<file path="config.mk">
export PLATFORM = sky130hd
export DESIGN_NAME = mdio_mgmt_unit
export DESIGN_NICKNAME = d
export VERILOG_FILES = /design/src/rtl/mdio_mgmt_pkg.sv /design/src/rtl/phy_reg_model.sv /design/src/rtl/mdio_access_seq.sv /design/src/rtl/mdio_host_regs.sv /design/src/rtl/mdio_mgmt_unit.sv
export SDC_FILE = /design/constraint.sdc
export NUM_CORES = 1
export LEC_CHECK = 0
export ABC_AREA = 0
export BUFFER_PORTS_ARGS = -buffer_cell sky130_fd_sc_hd__buf_2
export CORE_ASPECT_RATIO = 0.7
export CORE_MARGIN = 10
export CORE_UTILIZATION = 55
export CTS_CLUSTER_DIAMETER = 50
export DETAILED_ROUTE_END_ITERATION = 16
export GPL_ROUTABILITY_DRIVEN = 0
export PLACE_DENSITY = 0.8
export SYNTH_ARGS = -nofsm -noshare
export SYNTH_HDL_FRONTEND = slang
export SYNTH_SLANG_ARGS = --single-unit
</file>
<file path="constraint.sdc">
create_clock -name clk -period 4.65 [get_ports clk]
set_input_delay 0.2325 -clock clk [delete_from_list [all_inputs] [get_ports clk]]
set_output_delay 0.2325 -clock clk [all_outputs]
set_load 0.005 [all_outputs]
</file>
<file path="src/rtl/mdio_mgmt_pkg.sv">
package mdio_mgmt_pkg;

   // command word field positions
   localparam int FLD_PHY_LSB = 24;
   localparam int FLD_REG_LSB = 16;
   localparam int FLD_OP_LSB  = 14;
   localparam int FLD_GO_BIT  = 11;
   localparam int RDY_BIT     = 7;
   localparam int FLD_ADDR_W  = 5;
   localparam int HOST_AW     = 2;

   typedef enum logic [1:0] {
      OP_RSV0  = 2'd0,
      OP_WRITE = 2'd1,
      OP_READ  = 2'd2,
      OP_RSV3  = 2'd3
   } mgmt_op_e;

   typedef struct packed {
      logic [FLD_ADDR_W-1:0] phy;
      logic [FLD_ADDR_W-1:0] regn;
      mgmt_op_e              op;
   } access_req_t;

   localparam logic [HOST_AW-1:0] HA_CMD   = 2'd0;
   localparam logic [HOST_AW-1:0] HA_WDATA = 2'd1;
   localparam logic [HOST_AW-1:0] HA_RDATA = 2'd2;

   // PHY register indices with special behaviour
   localparam logic [FLD_ADDR_W-1:0] IX_CTRL    = 5'd0;
   localparam logic [FLD_ADDR_W-1:0] IX_STATUS  = 5'd1;
   localparam logic [FLD_ADDR_W-1:0] IX_ID_HI   = 5'd2;
   localparam logic [FLD_ADDR_W-1:0] IX_ID_LO   = 5'd3;
   localparam logic [FLD_ADDR_W-1:0] IX_ADV     = 5'd4;
   localparam logic [FLD_ADDR_W-1:0] IX_PARTNER = 5'd5;
   localparam logic [FLD_ADDR_W-1:0] IX_SPEED   = 5'd17;
   localparam logic [FLD_ADDR_W-1:0] IX_DIAG    = 5'd18;

   function automatic logic [15:0] phy_reset_word(input int idx);
      case (idx)
         0:       return 16'h3100;
         2:       return 16'h0300;
         3:       return 16'hE400;
         4:       return 16'h01E1;
         default: return 16'h0000;
      endcase
   endfunction

endpackage

</file>
<file path="src/rtl/phy_reg_model.sv">
module phy_reg_model
   import mdio_mgmt_pkg::*;
#(
   parameter int NUM_REGS = 32,
   parameter int DATA_W   = 16
) (
   input  logic                  clk,
   input  logic                  rst_n,
   input  logic                  link_up,
   input  logic                  we,
   input  logic [FLD_ADDR_W-1:0] idx,
   input  logic [DATA_W-1:0]     wdata,
   output logic [DATA_W-1:0]     rdata
);

   localparam logic [DATA_W-1:0] SELF_CLR_MASK = DATA_W'(1) << (DATA_W - 1);
   localparam logic [DATA_W-1:0] STATUS_UP     = 16'h782E;
   localparam logic [DATA_W-1:0] PARTNER_BASE  = 16'h4001;
   localparam logic [DATA_W-1:0] ADV_ECHO_MASK = 16'h01E0;
   localparam logic [DATA_W-1:0] SPEED_WORD    = 16'h8000;

   if (DATA_W != 16) begin : g_bad_width
      initial $fatal(1, "phy_reg_model: DATA_W must be 16");
   end
   if (NUM_REGS <= int'(IX_DIAG) || NUM_REGS > (1 << FLD_ADDR_W)) begin : g_bad_depth
      initial $fatal(1, "phy_reg_model: NUM_REGS out of range");
   end

   logic [NUM_REGS-1:0][DATA_W-1:0] mem;

   for (genvar gi = 0; gi < NUM_REGS; gi++) begin : g_cell
      localparam logic [FLD_ADDR_W-1:0] CELL_IX  = FLD_ADDR_W'(gi);
      localparam logic [DATA_W-1:0]     CELL_RST = DATA_W'(phy_reset_word(gi));
      logic [DATA_W-1:0] cell_q;
      logic              hit;

      assign hit = we && (idx == CELL_IX);

      if (gi == int'(IX_CTRL)) begin : g_ctrl
         // any write to the file drops the self-clearing top bit here
         always_ff @(posedge clk or negedge rst_n) begin
            if (!rst_n) begin
               cell_q <= CELL_RST;
            end else if (we) begin
               cell_q <= (hit ? wdata : cell_q) & ~SELF_CLR_MASK;
            end
         end
      end else begin : g_plain
         always_ff @(posedge clk or negedge rst_n) begin
            if (!rst_n) begin
               cell_q <= CELL_RST;
            end else if (hit) begin
               cell_q <= wdata;
            end
         end
      end

      assign mem[gi] = cell_q;
   end

   logic [DATA_W-1:0] stored;
   logic [DATA_W-1:0] adv;

   always_comb begin
      stored = '0;
      for (int i = 0; i < NUM_REGS; i++) begin
         if (idx == FLD_ADDR_W'(i)) stored = mem[i];
      end
   end

   assign adv = mem[IX_ADV];

   always_comb begin
      case (idx)
         IX_STATUS:  rdata = link_up ? STATUS_UP : '0;
         IX_PARTNER: rdata = PARTNER_BASE | (adv & ADV_ECHO_MASK);
         IX_SPEED:   rdata = SPEED_WORD;
         IX_DIAG: begin
            rdata = '0;
            if (link_up) begin
               rdata[10] = adv[7] | adv[8];
               rdata[11] = adv[8] | adv[6];
            end
         end
         default:    rdata = stored;
      endcase
   end

endmodule

</file>
<file path="src/rtl/mdio_access_seq.sv">
module mdio_access_seq
   import mdio_mgmt_pkg::*;
#(
   parameter int PHY_ADDR = 7,
   parameter int DATA_W   = 16
) (
   input  logic                  clk,
   input  logic                  rst_n,
   input  logic                  req_valid,
   input  access_req_t           req,
   input  logic [DATA_W-1:0]     wr_value,
   input  logic [DATA_W-1:0]     rf_rdata,
   output logic                  rf_we,
   output logic [FLD_ADDR_W-1:0] rf_idx,
   output logic [DATA_W-1:0]     rf_wdata,
   output logic                  rd_load,
   output logic [DATA_W-1:0]     rd_value,
   output logic                  done
);

   localparam logic [FLD_ADDR_W-1:0] LOCAL_ID = FLD_ADDR_W'(PHY_ADDR);
   localparam logic [DATA_W-1:0]     ABSENT   = '1;

   if (PHY_ADDR < 0 || PHY_ADDR >= (1 << FLD_ADDR_W)) begin : g_bad_addr
      initial $fatal(1, "mdio_access_seq: PHY_ADDR out of range");
   end

   logic        pend_v;
   access_req_t pend_q;
   logic        is_local;

   always_ff @(posedge clk or negedge rst_n) begin
      if (!rst_n) begin
         pend_v <= 1'b0;
         pend_q <= '0;
         done   <= 1'b0;
      end else begin
         pend_v <= req_valid;
         done   <= pend_v;
         if (req_valid) pend_q <= req;
      end
   end

   assign is_local = (pend_q.phy == LOCAL_ID);
   assign rf_idx   = pend_q.regn;
   assign rf_wdata = wr_value;
   assign rf_we    = pend_v && (pend_q.op == OP_WRITE) && is_local;
   assign rd_load  = pend_v && (pend_q.op == OP_READ);
   assign rd_value = is_local ? rf_rdata : ABSENT;

endmodule

</file>
<file path="src/rtl/mdio_host_regs.sv">
module mdio_host_regs
   import mdio_mgmt_pkg::*;
#(
   parameter int HOST_W = 32,
   parameter int DATA_W = 16
) (
   input  logic               clk,
   input  logic               rst_n,
   input  logic               host_we,
   input  logic [HOST_AW-1:0] host_addr,
   input  logic [HOST_W-1:0]  host_wdata,
   output logic [HOST_W-1:0]  host_rdata,
   input  logic               rd_load,
   input  logic [DATA_W-1:0]  rd_value,
   output logic [DATA_W-1:0]  wr_value,
   output logic               req_valid,
   output access_req_t        req,
   output logic [HOST_W-1:0]  rdata_q
);

   localparam logic [HOST_W-1:0] READY_MASK = HOST_W'(1) << RDY_BIT;

   if (HOST_W < FLD_PHY_LSB + FLD_ADDR_W || HOST_W < DATA_W) begin : g_bad_host
      initial $fatal(1, "mdio_host_regs: HOST_W too narrow");
   end

   logic [HOST_W-1:0] cmd_q;
   logic [HOST_W-1:0] wdata_q;
   logic              cmd_wr;
   mgmt_op_e          op_f;

   assign cmd_wr   = host_we && (host_addr == HA_CMD);
   assign op_f     = mgmt_op_e'(host_wdata[FLD_OP_LSB +: 2]);
   assign req.phy  = host_wdata[FLD_PHY_LSB +: FLD_ADDR_W];
   assign req.regn = host_wdata[FLD_REG_LSB +: FLD_ADDR_W];
   assign req.op   = op_f;
   assign req_valid = cmd_wr && host_wdata[FLD_GO_BIT] &&
                      ((op_f == OP_WRITE) || (op_f == OP_READ));
   assign wr_value = wdata_q[DATA_W-1:0];

   always_ff @(posedge clk or negedge rst_n) begin
      if (!rst_n) begin
         cmd_q   <= '0;
         wdata_q <= '0;
         rdata_q <= '0;
      end else begin
         if (cmd_wr) cmd_q <= host_wdata;
         if (host_we && host_addr == HA_WDATA) wdata_q <= host_wdata;
         if (rd_load) rdata_q <= HOST_W'(rd_value);
      end
   end

   always_comb begin
      case (host_addr)
         HA_CMD:   host_rdata = cmd_q | READY_MASK;
         HA_WDATA: host_rdata = wdata_q;
         HA_RDATA: host_rdata = rdata_q;
         default:  host_rdata = '0;
      endcase
   end

endmodule

</file>
<file path="src/rtl/mdio_mgmt_unit.sv">
module mdio_mgmt_unit
   import mdio_mgmt_pkg::*;
#(
   parameter int PHY_ADDR = 7,
   parameter int NUM_REGS = 32,
   parameter int DATA_W   = 16,
   parameter int HOST_W   = 32
) (
   input  logic              clk,
   input  logic              rst_n,
   input  logic              host_we,
   input  logic [1:0]        host_addr,
   input  logic [HOST_W-1:0] host_wdata,
   output logic [HOST_W-1:0] host_rdata,
   input  logic              phy_link,
   output logic              done
);

   logic                  req_valid;
   access_req_t           req;
   logic [DATA_W-1:0]     wr_value;
   logic [DATA_W-1:0]     rf_rdata;
   logic                  rf_we;
   logic [FLD_ADDR_W-1:0] rf_idx;
   logic [DATA_W-1:0]     rf_wdata;
   logic                  rd_load;
   logic [DATA_W-1:0]     rd_value;
   logic [HOST_W-1:0]     rdata_q;

   mdio_host_regs #(.HOST_W(HOST_W), .DATA_W(DATA_W)) u_regs (
      .clk        (clk),
      .rst_n      (rst_n),
      .host_we    (host_we),
      .host_addr  (host_addr),
      .host_wdata (host_wdata),
      .host_rdata (host_rdata),
      .rd_load    (rd_load),
      .rd_value   (rd_value),
      .wr_value   (wr_value),
      .req_valid  (req_valid),
      .req        (req),
      .rdata_q    (rdata_q)
   );

   mdio_access_seq #(.PHY_ADDR(PHY_ADDR), .DATA_W(DATA_W)) u_seq (
      .clk       (clk),
      .rst_n     (rst_n),
      .req_valid (req_valid),
      .req       (req),
      .wr_value  (wr_value),
      .rf_rdata  (rf_rdata),
      .rf_we     (rf_we),
      .rf_idx    (rf_idx),
      .rf_wdata  (rf_wdata),
      .rd_load   (rd_load),
      .rd_value  (rd_value),
      .done      (done)
   );

   phy_reg_model #(.NUM_REGS(NUM_REGS), .DATA_W(DATA_W)) u_phy (
      .clk     (clk),
      .rst_n   (rst_n),
      .link_up (phy_link),
      .we      (rf_we),
      .idx     (rf_idx),
      .wdata   (rf_wdata),
      .rdata   (rf_rdata)
   );

endmodule

</file>
### Word level (Yosys, flattened, before mapping)

Index checks and enable logic that the tools add are counted.

| word-level totals | value |
|---|---|
| register bits after elaboration | 541 |
| bits of input ports | 38 |
| output and inout bits | 33 |
| word-level logic and storage cells | 148 |

| cells by class | value |
|---|---|
| equal/unequal tests | 38 |
| multiplexer cells | 33 |
| bitwise logic cells | 2 |
| reductions and logical operators | 39 |

Operators with widths:

| operator | count |
|---|---|
| $mux W16 | 28 |
| $pmux W32 S3 | 1 |
| $eq A5 B5 Y1 const B | 16 |
| $pmux W16 S4 | 1 |
| $eq A5 B4 Y1 const B | 8 |
| $logic_and A1 B1 Y1 | 35 |
| $mux W15 | 2 |
| $eq A5 B3 Y1 const B | 5 |
| $eq A5 B2 Y1 const B | 2 |
| $eq A2 B1 Y1 const B | 3 |
| $eq A2 B2 Y1 const B | 3 |
| $eq A5 B1 Y1 const B | 1 |
| $logic_not A5 Y1 | 1 |
| $logic_not A2 Y1 | 1 |
| $mux W2 | 1 |
| $or A1 B1 Y1 | 2 |
| $reduce_and A2 Y1 | 1 |
| $logic_or A1 B1 Y1 | 1 |

### Longest topological paths before layout

| depth | value |
|---|---|
| depth after elaboration | 31 |
| gate-level depth with buffers | 11 |
| gate-level depth less buffers | 6 |

### Modules after synthesis

A second synthesis with hierarchy kept.

| unflattened totals | value |
|---|---|
| cells, all modules | 2,333 |
| area, all modules | 27,460.1 um^2 |

Modules (own cells, without submodules):

| module | instances | cells an instance | area an instance (um^2) | sequential area each (um^2) |
|---|---|---|---|---|
| phy_reg_model | 1 | 1,968 | 22,694.3 | 11,203.2 |
| mdio_host_regs | 1 | 291 | 3,893.7 | 1,976.9 |
| mdio_access_seq | 1 | 74 | 872.1 | 350.3 |

### Worst setup path before layout

OpenSTA, ideal clock, no wires.

| timing path | value |
|---|---|
| path type | reg2reg |
| start point | register u_seq.pend_q[11] (netlist bit) |
| end point | register u_phy.g_cell[13].cell_q[10] |
| library setup time | 0.125 ns |
| arrival | 2.229 ns |
| data required time | 4.525 ns |
| setup slack | 2.296 ns |
| cell stages (with the launch flop) | 9 |
| path buffers | 3 |
| period minus slack after synthesis | 2.354 ns |
| cell sequence | dfrtp_1 > and4bb_1 > nand2_2 > or3_4 > buf_8 > buf_12 > nor3_4 > buf_8 > mux2_4 |

| on the way | value |
|---|---|
| cells in the longest elaborated chain, start to end | 3 |

RTL lines:

| what | RTL line | source |
|---|---|---|
| start: declaration | mdio_access_seq.sv:29 | `access_req_t pend_q;` |
| start signal: assignment | mdio_access_seq.sv:40 | `if (req_valid) pend_q <= req;` |
| $eq A5 B3 Y1 | mdio_access_seq.sv:44 | `assign is_local = (pend_q.phy == LOCAL_ID);` |
| $logic_and A1 B1 Y1 | mdio_access_seq.sv:47 | `assign rf_we = pend_v && (pend_q.op == OP_WRITE) && is_local;` |
| $logic_and A1 B1 Y1 | phy_reg_model.sv:37 | `assign hit = we && (idx == CELL_IX);` |
| end signal: assignment | phy_reg_model.sv:53 | `cell_q <= wdata;` |
| end: declaration | phy_reg_model.sv:34 | `logic [DATA_W-1:0] cell_q;` |

No other way between the ends.
A chain may end at the register's enable or synchronous reset.

### Final worst setup path

| timing path | value |
|---|---|
| start point | register u_seq.pend_q, in the netlist u_seq.rf_idx[1] |
| end point | register u_phy.g_cell[23].cell_q[11] |

| on the way | value |
|---|---|
| cells in the longest elaborated chain, start to end | 2 |

RTL lines:

| what | RTL line |
|---|---|
| $eq A5 B5 Y1 | phy_reg_model.sv:37 |
| $logic_and A1 B1 Y1 | phy_reg_model.sv:37 |
| end signal: assignment | phy_reg_model.sv:53 |
| end: declaration | phy_reg_model.sv:34 |

No other way between the ends.

==> results by group <==
Status
  • Status: complete, but fails checks
  • Failing checks: capacitance limit

Setup path
  • Highest-delay cell along the critical path: nor2_2
  • Critical Path Sink Type: flop
  • Crit path max-delay family: simple AND/OR/NAND/NOR gates
  • CP Depth: 4
  • CP bufs+invs: 0
  • Crit path DAT: 4500 ps
  • Crit-path max FO: 27
  • CP max stage delay: 1240 ps
  • Setup CP Type: reg -> reg
  • Critical Path RT: 5120 ps
  • Worst path cell trace: and2_1, nand2_1, nor2_2, mux2_2
  • R2r worst-path depth: 4
  • Critical path launch point type: flop

Synthesis
  • Post-synth EDFFs: 0
  • Sequential area share after synthesis: 50.2%
  • Synth Area in Simple Gates: 8.61%
  • Main synth FF type: dfrtp_1
  • Post-synthesis compound-gate area fraction: 12.1%
  • Main combinational cell family by area after synthesis: multiplexers
  • Area share of the largest cell type after synthesis: 48.8%
  • Mux cell area share after synthesis: 24.9%
  • Synth top area cells: dfrtp_1, mux2_2, mux2i_1
  • Mapped Cells: 2286
  • Synth warn: 0
  • Syn_nets: 2324
  • Post-synth top area cell: dfrtp_1
  • Xor/xnor share of the synthesized area: 0.0650%
  • Post-Syn Area: 27000 um2
  • Adder-Cell Fraction of Synth Area: 0%
  • FF+latch count, synth: 540
  • Distinct cells, synth: 89
  • Syn_area_per_cell: 11.8 um2
  • Asr flop ratio synth: 100%

Timing
  • Slew at the pin with the worst max-slew slack: 1470 ps
  • # setup viols final: 0
  • RSZ-0062 raised after global routing: no
  • Final Hold Vio Count: 0
  • Max Clock Freq: 249 MHz
  • Minimum clock period: 4020 ps
  • Clk_skew: 29.1 ps
  • Worst slew margin: 1.65%
  • Fin crit share: 86.5%
  • Pins Over Slew Limit: 0
  • Sum Neg Setup Slack: 0 ps

Global routing
  • Grt total ovfl: 0
  • First-pass GRT wire length: 134 mm
  • Number of global-route vias before repair: 21200
  • Initial antenna violation count: 0
  • Largest net degree at the start of global routing: 125
  • GRT Resource Usage Total: 29.6%

Drt
  • DR pass1 iterations: 9
  • DRC: 0
  • Number of DRC markers in iteration 0: 3733
  • Post-detailed-route count of antenna-violating nets: 0
  • DR WL/cell: 29.8 um
  • Total vias in the final route: 21400
  • Wirelength, routed: 89.5 mm
  • Vias per std cell: 7.12

Floorplanning
  • Io pins: 71
  • Die X: 285 um
  • Die area: 58400 um2
  • Initial Util: 56.0%
  • Row Count: 67
  • Die Y: 205 um
  • Core region area: 48100 um2

Power and ir drop
  • Pleak: 13.8 nW
  • PwrDens: 416 nW/um2
  • Worst vdd ir: 0.282 mV

Min path
  • Hold Crit Class: in -> reg
  • Cell count of the worst hold path: 2

Clock network
  • Number of setup buffers added after CTS: 0
  • Clock Sinks: 540
  • PostCTS Resize Cnt: 0
  • Clk Latency, worst-skew pair: 610 ps
  • Clock slew seen by the registers of the worst setup and hold paths: 70 ps
  • H-tree Lvls: 2
  • Clock Tree Buf Depth: 3
  • Cts hold-fix bufs: 32
  • TritonCTS clock tree: done
  • Clock Root Buffer: clkbuf_16
  • Number of buffers created by CTS: 51

Layout
  • Share of cells above drive strength 1: 35.3%
  • Non-Filler Instances: 3006
  • # diodes: 0
  • Synth-to-layout area growth: 10.7%
  • Layout Nets: 2347

Placement
  • Hpwl dp: 59.0 mm
  • Placed Cells: 2879
  • IO buf count: 70

Job
  • Maxcap violations: 1
metrics by stage:
step           utilization (%)  power (mW)  worst slack, ps  instance area [um2]  hold slack, ps
2_1_floorplan                -        6.69             2300                27000           -63.1
3_3_place_gp              57.6        7.75             1180                27700             378
3_5_place_dp              57.6        7.81             1070                27700             390
4_1_cts                   62.0        12.2             1060                29800            12.3
5_1_grt                   62.0        12.6              788                29800            46.0
6_report                  62.0        12.4              628                29800            25.8
cell usage after synthesis, drive strengths merged (24+ instances only):
cell type,instances
nor2b,24
dfrtp,526
clkbuf,109
nand2,127
mux2i,77
o22ai,34
mux2,519
nor3,35
o21ai,133
nor2,85
nand3,46
a21oi,137
buf,98
power breakdown:
group	switching, mW	total, mW	internal [mW]
combinational	1.91	2.73	0.818
sequential	0.431	5.26	4.83
clock	1.92	4.43	2.50
routing by layer:
layer	vias to the layer above	global-route usage, %	part of all wire, %
li1	8457	-	-
met1	10700	39.9	38
met2	1879	40.6	40
met3	408	13.4	17
met4	0	12.4	5.1
met5	-	0	0
area by class of cell:
| type | count | area, um2 |
|---|---|---|
| clock buffer | 74 | 1550 |
| timing repair buffer | 177 | 1280 |
| clock inverter | 21 | 224 |
| fill | 3655 | 18300 |
| sequential | 540 | 13500 |
| inverter | 18 | 67.6 |
| multi-input combinational | 1521 | 12400 |
| tap | 655 | 820 |
state kept, by name, indices dropped and copies added, names as in the netlist:
name and count:
u_phy.g_cell.cell_q 431, u_seq.pend_q 7, u_regs.cmd_q 31, u_seq.pend_v 1, u_regs.wdata_q 32, u_regs.rdata_q 16
u_seq.done 1, u_phy.adv 16, u_seq.rf_idx 5
path summary, 6_finish.rpt:
kind,to,slack (ps),startpoint
setup / recovery,u_phy.g_cell[23].cell_q[11],630,u_seq.rf_idx[1]
hold / removal,u_regs.cmd_q[15],30,host_wdata[15]
setup reg to reg,u_phy.g_cell[23].cell_q[11],630,u_seq.rf_idx[1]
hold reg to reg,u_seq.done,420,u_seq.pend_v
max in group asynchronous,u_phy.adv[9],2990,rst_n
min in group asynchronous,u_phy.g_cell[29].cell_q[11],320,rst_n
placed cells by master, fill, tap and decap left out, types with 11 or more instances in the layout:
cell and n:
dfrtp_1 521, mux2_2 507, a21oi_1 137, o21ai_0 132, nand2_1 126, mux2i_1 77, nor2_1 75, buf_4 72
buf_2 69, clkbuf_16 52, nand3_1 46, o22ai_1 34, dlygate4sd3_1 32, nor2b_1 22, nand2b_1 19, a31oi_1 19
a22oi_1 18, o211ai_1 17, clkbuf_8 17, nor3_4 16, inv_1 15, nor3_1 15, o32ai_1 15, dfstp_2 14
a211oi_1 11, o21a_1 11
cells by family (layout without fill, tap and decap cells):
| group | after synthesis | in the layout |
|---|---|---|
| buffers and inverters | 225 | 290 |
| AND/OR/NAND/NOR | 410 | 410 |
| flip-flops | 540 | 540 |
| multiplexers | 599 | 599 |
| XOR/XNOR | 2 | 2 |
| AO/OA/AOI/OAI | 510 | 510 |
No activity file was read; power rests on OpenSTA's default activity.
